<file path="src/rtl/cip_pkg.sv">
package cip_pkg;
  typedef enum logic {
    DIR_DN = 1'b0,
    DIR_UP = 1'b1
  } cell_dir_e;

  localparam int REQ_DN_BIT = 0;
  localparam int REQ_UP_BIT = 1;
endpackage

</file>
<file path="src/rtl/cip_payload_regs.sv">
module cip_payload_regs #(
  parameter int WORD_W    = 16,
  parameter int NUM_WORDS = 27,
  parameter int IDX_W     = 5
) (
  input  logic              clk,
  input  logic              rst_n,
  input  logic              wr_en,
  input  logic [IDX_W-1:0]  wr_idx,
  input  logic [WORD_W-1:0] wr_data,
  input  logic              lock,
  input  logic [IDX_W-1:0]  rd_idx,
  output logic [WORD_W-1:0] rd_data
);
  logic [WORD_W-1:0] words [NUM_WORDS];

  for (genvar gi = 0; gi < NUM_WORDS; gi++) begin : g_word
    always_ff @(posedge clk) begin
      if (!rst_n) begin
        words[gi] <= '0;
      end else if (wr_en && !lock && (wr_idx == IDX_W'(gi))) begin
        words[gi] <= wr_data;
      end
    end
  end

  always_comb begin
    rd_data = '0;
    for (int k = 0; k < NUM_WORDS; k++) begin
      if (rd_idx == IDX_W'(k)) rd_data = words[k];
    end
  end
endmodule

</file>
<file path="src/rtl/cip_dir_arb.sv">
module cip_dir_arb
  import cip_pkg::*;
(
  input  logic [1:0] req,
  input  logic       dn_slot,
  input  logic       up_slot,
  output logic       go,
  output cell_dir_e  go_dir
);
  always_comb begin
    if (req[REQ_UP_BIT]) begin
      go     = up_slot;
      go_dir = DIR_UP;
    end else begin
      go     = req[REQ_DN_BIT] & dn_slot;
      go_dir = DIR_DN;
    end
  end
endmodule

</file>
<file path="src/rtl/cip_tx_seq.sv">
module cip_tx_seq
  import cip_pkg::*;
#(
  parameter int NUM_WORDS = 27,
  parameter int IDX_W     = 5
) (
  input  logic             clk,
  input  logic             rst_n,
  input  logic             go,
  input  cell_dir_e        go_dir,
  input  logic             ready,
  output logic             busy,
  output logic [IDX_W-1:0] idx,
  output logic             sop,
  output logic             eop,
  output cell_dir_e        dir,
  output logic             done
);
  localparam logic [IDX_W-1:0] LAST_IDX = IDX_W'(NUM_WORDS - 1);

  always_ff @(posedge clk) begin
    if (!rst_n) begin
      busy <= 1'b0;
      idx  <= '0;
      dir  <= DIR_DN;
    end else if (!busy) begin
      if (go) begin
        busy <= 1'b1;
        idx  <= '0;
        dir  <= go_dir;
      end
    end else if (ready) begin
      if (idx == LAST_IDX) begin
        busy <= 1'b0;
        idx  <= '0;
      end else begin
        idx <= idx + 1'b1;
      end
    end
  end

  assign sop  = busy && (idx == '0);
  assign eop  = busy && (idx == LAST_IDX);
  assign done = busy && ready && (idx == LAST_IDX);
endmodule

</file>
<file path="src/rtl/cell_inject_port.sv">
module cell_inject_port
  import cip_pkg::*;
#(
  parameter int WORD_W       = 16,
  parameter int NUM_WORDS    = 27,
  parameter int ADDR_W       = 8,
  parameter int PAYLOAD_BASE = 'h80,
  parameter int CMD_ADDR     = 'h7F
) (
  input  logic              clk,
  input  logic              rst_n,
  input  logic              host_wr_en,
  input  logic [ADDR_W-1:0] host_wr_addr,
  input  logic [WORD_W-1:0] host_wr_data,
  output logic [1:0]        req_pending,
  input  logic              dn_slot,
  input  logic              up_slot,
  input  logic              cell_ready,
  output logic              cell_valid,
  output logic [WORD_W-1:0] cell_data,
  output logic              cell_sop,
  output logic              cell_eop,
  output logic              cell_dir
);
  localparam int IDX_W = $clog2(NUM_WORDS);
  localparam logic [ADDR_W-1:0] BASE_A = ADDR_W'(PAYLOAD_BASE);
  localparam logic [ADDR_W-1:0] CMD_A  = ADDR_W'(CMD_ADDR);
  localparam logic [ADDR_W-1:0] SPAN_A = ADDR_W'(NUM_WORDS);

  logic [ADDR_W-1:0] wr_offset;
  logic              pay_hit;
  logic              cmd_hit;
  logic [IDX_W-1:0]  wr_idx;
  logic [1:0]        req_q;
  logic              go;
  cell_dir_e         go_dir;
  logic              busy;
  logic [IDX_W-1:0]  rd_idx;
  logic              seq_sop;
  logic              seq_eop;
  cell_dir_e         seq_dir;
  logic              done;
  logic [WORD_W-1:0] rd_word;

  // Address decode for the payload window and the command register
  assign wr_offset = host_wr_addr - BASE_A;
  assign pay_hit   = host_wr_en && (host_wr_addr >= BASE_A) && (wr_offset < SPAN_A);
  assign cmd_hit   = host_wr_en && (host_wr_addr == CMD_A);
  assign wr_idx    = wr_offset[IDX_W-1:0];

  // Command register: written only while idle, cleared by hardware on cell end
  always_ff @(posedge clk) begin
    if (!rst_n) begin
      req_q <= 2'b00;
    end else if (done) begin
      req_q <= 2'b00;
    end else if (cmd_hit && !busy) begin
      req_q <= host_wr_data[1:0];
    end
  end

  cip_payload_regs #(
    .WORD_W   (WORD_W),
    .NUM_WORDS(NUM_WORDS),
    .IDX_W    (IDX_W)
  ) u_regs (
    .clk    (clk),
    .rst_n  (rst_n),
    .wr_en  (pay_hit),
    .wr_idx (wr_idx),
    .wr_data(host_wr_data),
    .lock   (busy),
    .rd_idx (rd_idx),
    .rd_data(rd_word)
  );

  cip_dir_arb u_arb (
    .req    (req_q),
    .dn_slot(dn_slot),
    .up_slot(up_slot),
    .go     (go),
    .go_dir (go_dir)
  );

  cip_tx_seq #(
    .NUM_WORDS(NUM_WORDS),
    .IDX_W    (IDX_W)
  ) u_seq (
    .clk   (clk),
    .rst_n (rst_n),
    .go    (go),
    .go_dir(go_dir),
    .ready (cell_ready),
    .busy  (busy),
    .idx   (rd_idx),
    .sop   (seq_sop),
    .eop   (seq_eop),
    .dir   (seq_dir),
    .done  (done)
  );

  assign req_pending = req_q;
  assign cell_valid  = busy;
  assign cell_data   = busy ? rd_word : '0;
  assign cell_sop    = seq_sop;
  assign cell_eop    = seq_eop;
  assign cell_dir    = (seq_dir == DIR_UP);
endmodule

</file>
<file path="config.mk">
export PLATFORM = sky130hd
export DESIGN_NAME = cell_inject_port
export DESIGN_NICKNAME = d
export VERILOG_FILES = /design/src/rtl/cip_pkg.sv /design/src/rtl/cip_payload_regs.sv /design/src/rtl/cip_dir_arb.sv /design/src/rtl/cip_tx_seq.sv /design/src/rtl/cell_inject_port.sv
export SDC_FILE = /design/constraint.sdc
export NUM_CORES = 1
export LEC_CHECK = 0
export ABC_AREA = 1
export BUFFER_PORTS_ARGS = -buffer_cell sky130_fd_sc_hd__clkbuf_2
export CAP_MARGIN = 20
export CORE_MARGIN = 2
export CORE_UTILIZATION = 32
export CTS_BUF_LIST = sky130_fd_sc_hd__clkbuf_4
export CTS_CLUSTER_DIAMETER = 150
export DETAILED_ROUTE_END_ITERATION = 16
export PLACE_DENSITY = 0.46
export SLEW_MARGIN = 0
export SYNTH_ARGS = -nofsm -noshare
export SYNTH_HDL_FRONTEND = slang
export SYNTH_SLANG_ARGS = --single-unit
export TNS_END_PERCENT = 100
</file>
<file path="constraint.sdc">
create_clock -name clk -period 3.35 [get_ports clk]
set_input_delay 0.1675 -clock clk [delete_from_list [all_inputs] [get_ports clk]]
set_output_delay 0.1675 -clock clk [all_outputs]
set_load 0.01 [all_outputs]
</file>
==> impl_metrics.xml <==
<?xml version="1.0" encoding="UTF-8"?>
<metrics>
  <group name="logic_synthesis">
    <metric name="async_reset_ff_frac" unit="">0</metric>
    <metric name="ys_top_cells_by_area" unit="">edfxtp_1 (62%), nand2_1 (9.0%), nor2_1 (8.7%), nand3_1 (5.4%), inv_1 (3.2%)</metric>
    <metric name="syn_area_per_cell" unit="um^2">9.250</metric>
    <metric name="synth-edff-count" unit="">432</metric>
    <metric name="yosys.cell_types.count" unit="">37</metric>
    <metric name="synth_top_area_cell" unit="">edfxtp_1</metric>
    <metric name="sequential_share_of_the_synthesized_area" unit="">0.6253</metric>
    <metric name="synthDominantCellAreaShare" unit="">0.6167</metric>
    <metric name="ys_ff_latch" unit="">441</metric>
    <metric name="yosysWarnings" unit="">0</metric>
    <metric name="synth_ff_type" unit="">edfxtp_1</metric>
    <metric name="synthesized_nets" unit="">2309</metric>
    <metric name="count_of_mapped_cells_out_of_synthesis" unit="">2274</metric>
    <metric name="synth.cell_area" unit="mm^2">0.02104</metric>
  </group>
  <group name="global_route">
    <metric name="wire_length_of_the_first_global_routing_pass" unit="um">99750</metric>
    <metric name="grt_pass1_vias" unit="">16570</metric>
    <metric name="maximum_number_of_pins_on_one_net_before_global_route_repair" unit="">48</metric>
    <metric name="globalRouteTotalUtil" unit="">0.1973</metric>
    <metric name="antenna_found_initial" unit="">3</metric>
    <metric name="grt_residual_overflow" unit="">0</metric>
  </group>
  <group name="finish">
    <metric name="fin_util" unit="">0.3988</metric>
    <metric name="multi_input_area" unit="mm^2">0.007279</metric>
    <metric name="n_fill_cell" unit="">6580</metric>
    <metric name="ff_latch_area" unit="mm^2">0.01316</metric>
    <metric name="area_delta_synth_final" unit="%">22.65</metric>
    <metric name="layout-drive-gt1-share" unit="">0.2607</metric>
    <metric name="finalNetCount" unit="">2548</metric>
  </group>
  <group name="timing">
    <metric name="clock.fmax" unit="MHz">208.5</metric>
    <metric name="final-setup-viol-count" unit="">16</metric>
    <metric name="period_needed" unit="ns">4.796</metric>
    <metric name="fin_skew" unit="ns">0.04738</metric>
    <metric name="final-hold-violation-count" unit="">0</metric>
    <metric name="setup_repair_after_global_routing_missed_its_margin" unit="">true</metric>
    <metric name="timing_max_transition_violations_final" unit="">0</metric>
    <metric name="maxSlewHeadroom" unit="">0.3268</metric>
    <metric name="timing.final.crit_share" unit="">1.432</metric>
    <metric name="layout_setup_ws" unit="ns">-1.446</metric>
    <metric name="max_slew.worst_pin.slew" unit="ns">1.010</metric>
  </group>
  <group name="setup_path">
    <metric name="cells_on_worst_reg2reg_path" unit="">13</metric>
    <metric name="critical_path.startpoint_type" unit="">flip-flop</metric>
    <metric name="critical_path_arrival" unit="ns">4.63</metric>
    <metric name="reg2reg_to" unit="">req_pending[1]</metric>
    <metric name="cpMostUsedCell" unit="">nand2_2</metric>
    <metric name="critical-path-slowest-cell" unit="">dfxtp_4</metric>
    <metric name="timing_worst_setup_path_type" unit="">flip-flop to output pin</metric>
    <metric name="timing.critical_path.slowest_cell_delay" unit="ns">0.36</metric>
    <metric name="endpoint_type_of_the_worst_setup_path" unit="">output pin</metric>
    <metric name="reg2reg_slack" unit="ns">0.38</metric>
    <metric name="critPathRequiredTime" unit="ns">3.18</metric>
    <metric name="regToRegStartpoint" unit="">u_seq.idx[2]</metric>
    <metric name="crit_fanout" unit="">6</metric>
  </group>
  <group name="clock_tree">
    <metric name="ctsHtreeMaxLevel" unit="">4</metric>
    <metric name="cts-root-buf" unit="">clkbuf_4</metric>
    <metric name="cts-root-to-sink-buffers" unit="">3</metric>
    <metric name="clock-sinks" unit="">441</metric>
    <metric name="clk_latency" unit="ns">0.96</metric>
    <metric name="cts.clk_slew.worst_paths" unit="ns">0.07</metric>
    <metric name="cts_made_buffers" unit="">130</metric>
    <metric name="tritoncts" unit="">built</metric>
  </group>
  <group name="floorplan">
    <metric name="placeableCoreArea" unit="mm^2">0.06470</metric>
    <metric name="floorplan.die.width" unit="um">260.4</metric>
    <metric name="dieHeight" unit="um">260.4</metric>
    <metric name="die_area" unit="mm^2">0.06780</metric>
    <metric name="io_pins" unit="">52</metric>
    <metric name="rows" unit="">93</metric>
    <metric name="initial_core_util" unit="">0.3251</metric>
  </group>
  <group name="detailed_routing">
    <metric name="routed_wire_length_per_instance" unit="um">19.04</metric>
    <metric name="drcViolationCount" unit="">0</metric>
    <metric name="vias" unit="">16690</metric>
    <metric name="route.detailed.vias_per_inst" unit="">4.823</metric>
    <metric name="route.antenna.remaining_nets" unit="">0</metric>
    <metric name="route.final.wire_length" unit="um">65910</metric>
    <metric name="firstDrtPassIters" unit="">5</metric>
    <metric name="dr.first_iter.drc_count" unit="">1223</metric>
  </group>
  <group name="worst_hold_path">
    <metric name="hold-path-cell-count" unit="">8</metric>
    <metric name="hp-class" unit="">input pin to flip-flop</metric>
    <metric name="hold-path-endpoint" unit="">u_regs.words[0][180]</metric>
    <metric name="hold_path.startpoint" unit="">host_wr_addr[3]</metric>
  </group>
  <group name="power">
    <metric name="p_per_area" unit="mW/mm^2">458.8</metric>
    <metric name="leakagePower" unit="nW">10.83</metric>
    <metric name="worst_ir_drop_vdd" unit="uV">273.9</metric>
    <metric name="power.total" unit="mW">11.84</metric>
  </group>
  <group name="flow_run">
    <metric name="maxCapViolations" unit="">0</metric>
  </group>
  <group name="placement">
    <metric name="port_buffer_count" unit="">51</metric>
    <metric name="place.gp.congestion" unit="">0.8733</metric>
    <metric name="hpwl" unit="um">41990</metric>
  </group>
  <group name="status">
    <metric name="violations" unit="">setup timing</metric>
    <metric name="outcome" unit="">complete, but fails checks</metric>
  </group>
</metrics>
area by class of cell:
type / instances / area share
timing repair buffer: 238 / 0.07245
timing repair inverter: 2 / 0.0005820
multi-input combinational: 1492 / 0.2822
inverter: 208 / 0.03138
tap: 855 / 0.04146
clock inverter: 35 / 0.007420
antenna: 5 / 0.0004850
sequential: 441 / 0.5102
clock buffer: 185 / 0.05383
per-layer routing:
metal	global-route usage	part of all wire
met1	0.2705	0.46
met2	0.3095	0.45
met3	0.03730	0.060
met4	0.07603	0.022
met5	0	0
cell usage after synthesis (3+ instances only):
| cell | count |
|---|---|
| a21oi_1 | 21 |
| nand3_2 | 4 |
| buf_2 | 26 |
| clkbuf_1 | 97 |
| nand4_1 | 5 |
| o211ai_1 | 12 |
| buf_4 | 6 |
| o21bai_1 | 4 |
| buf_6 | 4 |
| nor2_4 | 5 |
| o21ai_1 | 4 |
| nand2_2 | 7 |
| inv_2 | 9 |
| o21ai_0 | 106 |
| ha_1 | 5 |
| inv_1 | 180 |
| or2_2 | 67 |
| nand2_1 | 506 |
| nor2_1 | 488 |
| or2_0 | 8 |
| dfxtp_1 | 9 |
| clkinv_1 | 18 |
| a21oi_2 | 3 |
| edfxtp_1 | 432 |
| nand3_1 | 229 |
| nor2_2 | 5 |
worst max-delay path by stage:
stage	start	endpoint	slack, ns
final	u_seq.idx[0]	cell_data[1]	-1.45
after global routing	u_seq.idx[0]	cell_data[7]	-1.74
after CTS	u_seq.idx[1]	cell_data[1]	-1.61
after detailed placement	u_seq.idx[1]	cell_data[13]	-0.87
after global placement	u_seq.idx[1]	cell_data[13]	-0.80
after floorplan	u_seq.idx[0]	cell_data[11]	0.53
worst max-delay path, delay by kind of cell (launching register included):
family / cells / cell delay [ns]
buf+inv: 4 / 0.52
fa+ha+maj: 1 / 0.17
simple gates: 24 / 2.15
flops: 1 / 0.36
compound gates: 4 / 0.47
repair_timing:
action | CTS | global route
endpoints found under the setup margin | 16 | 17
gates resized for setup | 124 | 107
gates cloned | 3 | 1
pin swaps | 80 | 99
hold buffers | 33 | 0
endpoints found under the hold margin | 521 | 0
buffers inserted | 14 | 7
through the flow:
stage / instances / hold WS, ns / area [um^2] / TNS (ns) / setup slack, ns
detailed placement: 3182 / 0.4749 / 22850 / -10.32 / -0.8657
floorplan: 2274 / 0.3501 / 21040 / 0 / 0.5316
global placement: 3182 / 0.4611 / 22850 / -9.685 / -0.7980
finish: 3461 / 0.1573 / 25800 / -21.19 / -1.446
global route: 3459 / 0.1601 / 25790 / -26.71 / -1.742
CTS: 3450 / 0.04149 / 25370 / -24.44 / -1.614
logic make-up (layout without fill, tap and decap cells):
group	after synthesis	in the layout	share of synthesized area
and+or+nand+nor	1328	1329	0.2655
DFF	441	441	0.6253
other	0	5	0
AOI/OAI and AO/OA	158	158	0.04104
adders and majority gates	5	5	0.002974
buffers and inverters	342	668	0.06519
where the power goes:
part           leakage, nW  switching (mW)  internal [mW]
logic                 5.33           0.413          0.112
clock network        0.947            2.37           2.68
registers             4.55          0.0494           6.22
total                 10.8            2.83           9.01
flip-flops by register name (all words and copies together) (netlist names):
register and cells:
req_pending 2, u_regs.words 432, u_seq.busy 1, u_seq.dir 1, u_seq.idx 5
cell usage in the layout (no fill, tap or decap), drive strengths merged:
cell type	instances
o31ai	1
diode	5
buf	164
a211oi	2
a221oi	1
nand3	233
bufinv	2
or3	1
o21bai	4
or2	75
nand4	5
ha	5
a41oi	1
dfxtp	9
clkinvlp	7
dlygate4sd3	33
nor3	2
o21ai	110
a31o	1
clkinv	42
nand2	514
edfxtp	432
clkbuf	226
a31oi	2
nor2	499
a21oi	24
o211ai	12
inv	194
(Power assumes the default switching activity.)
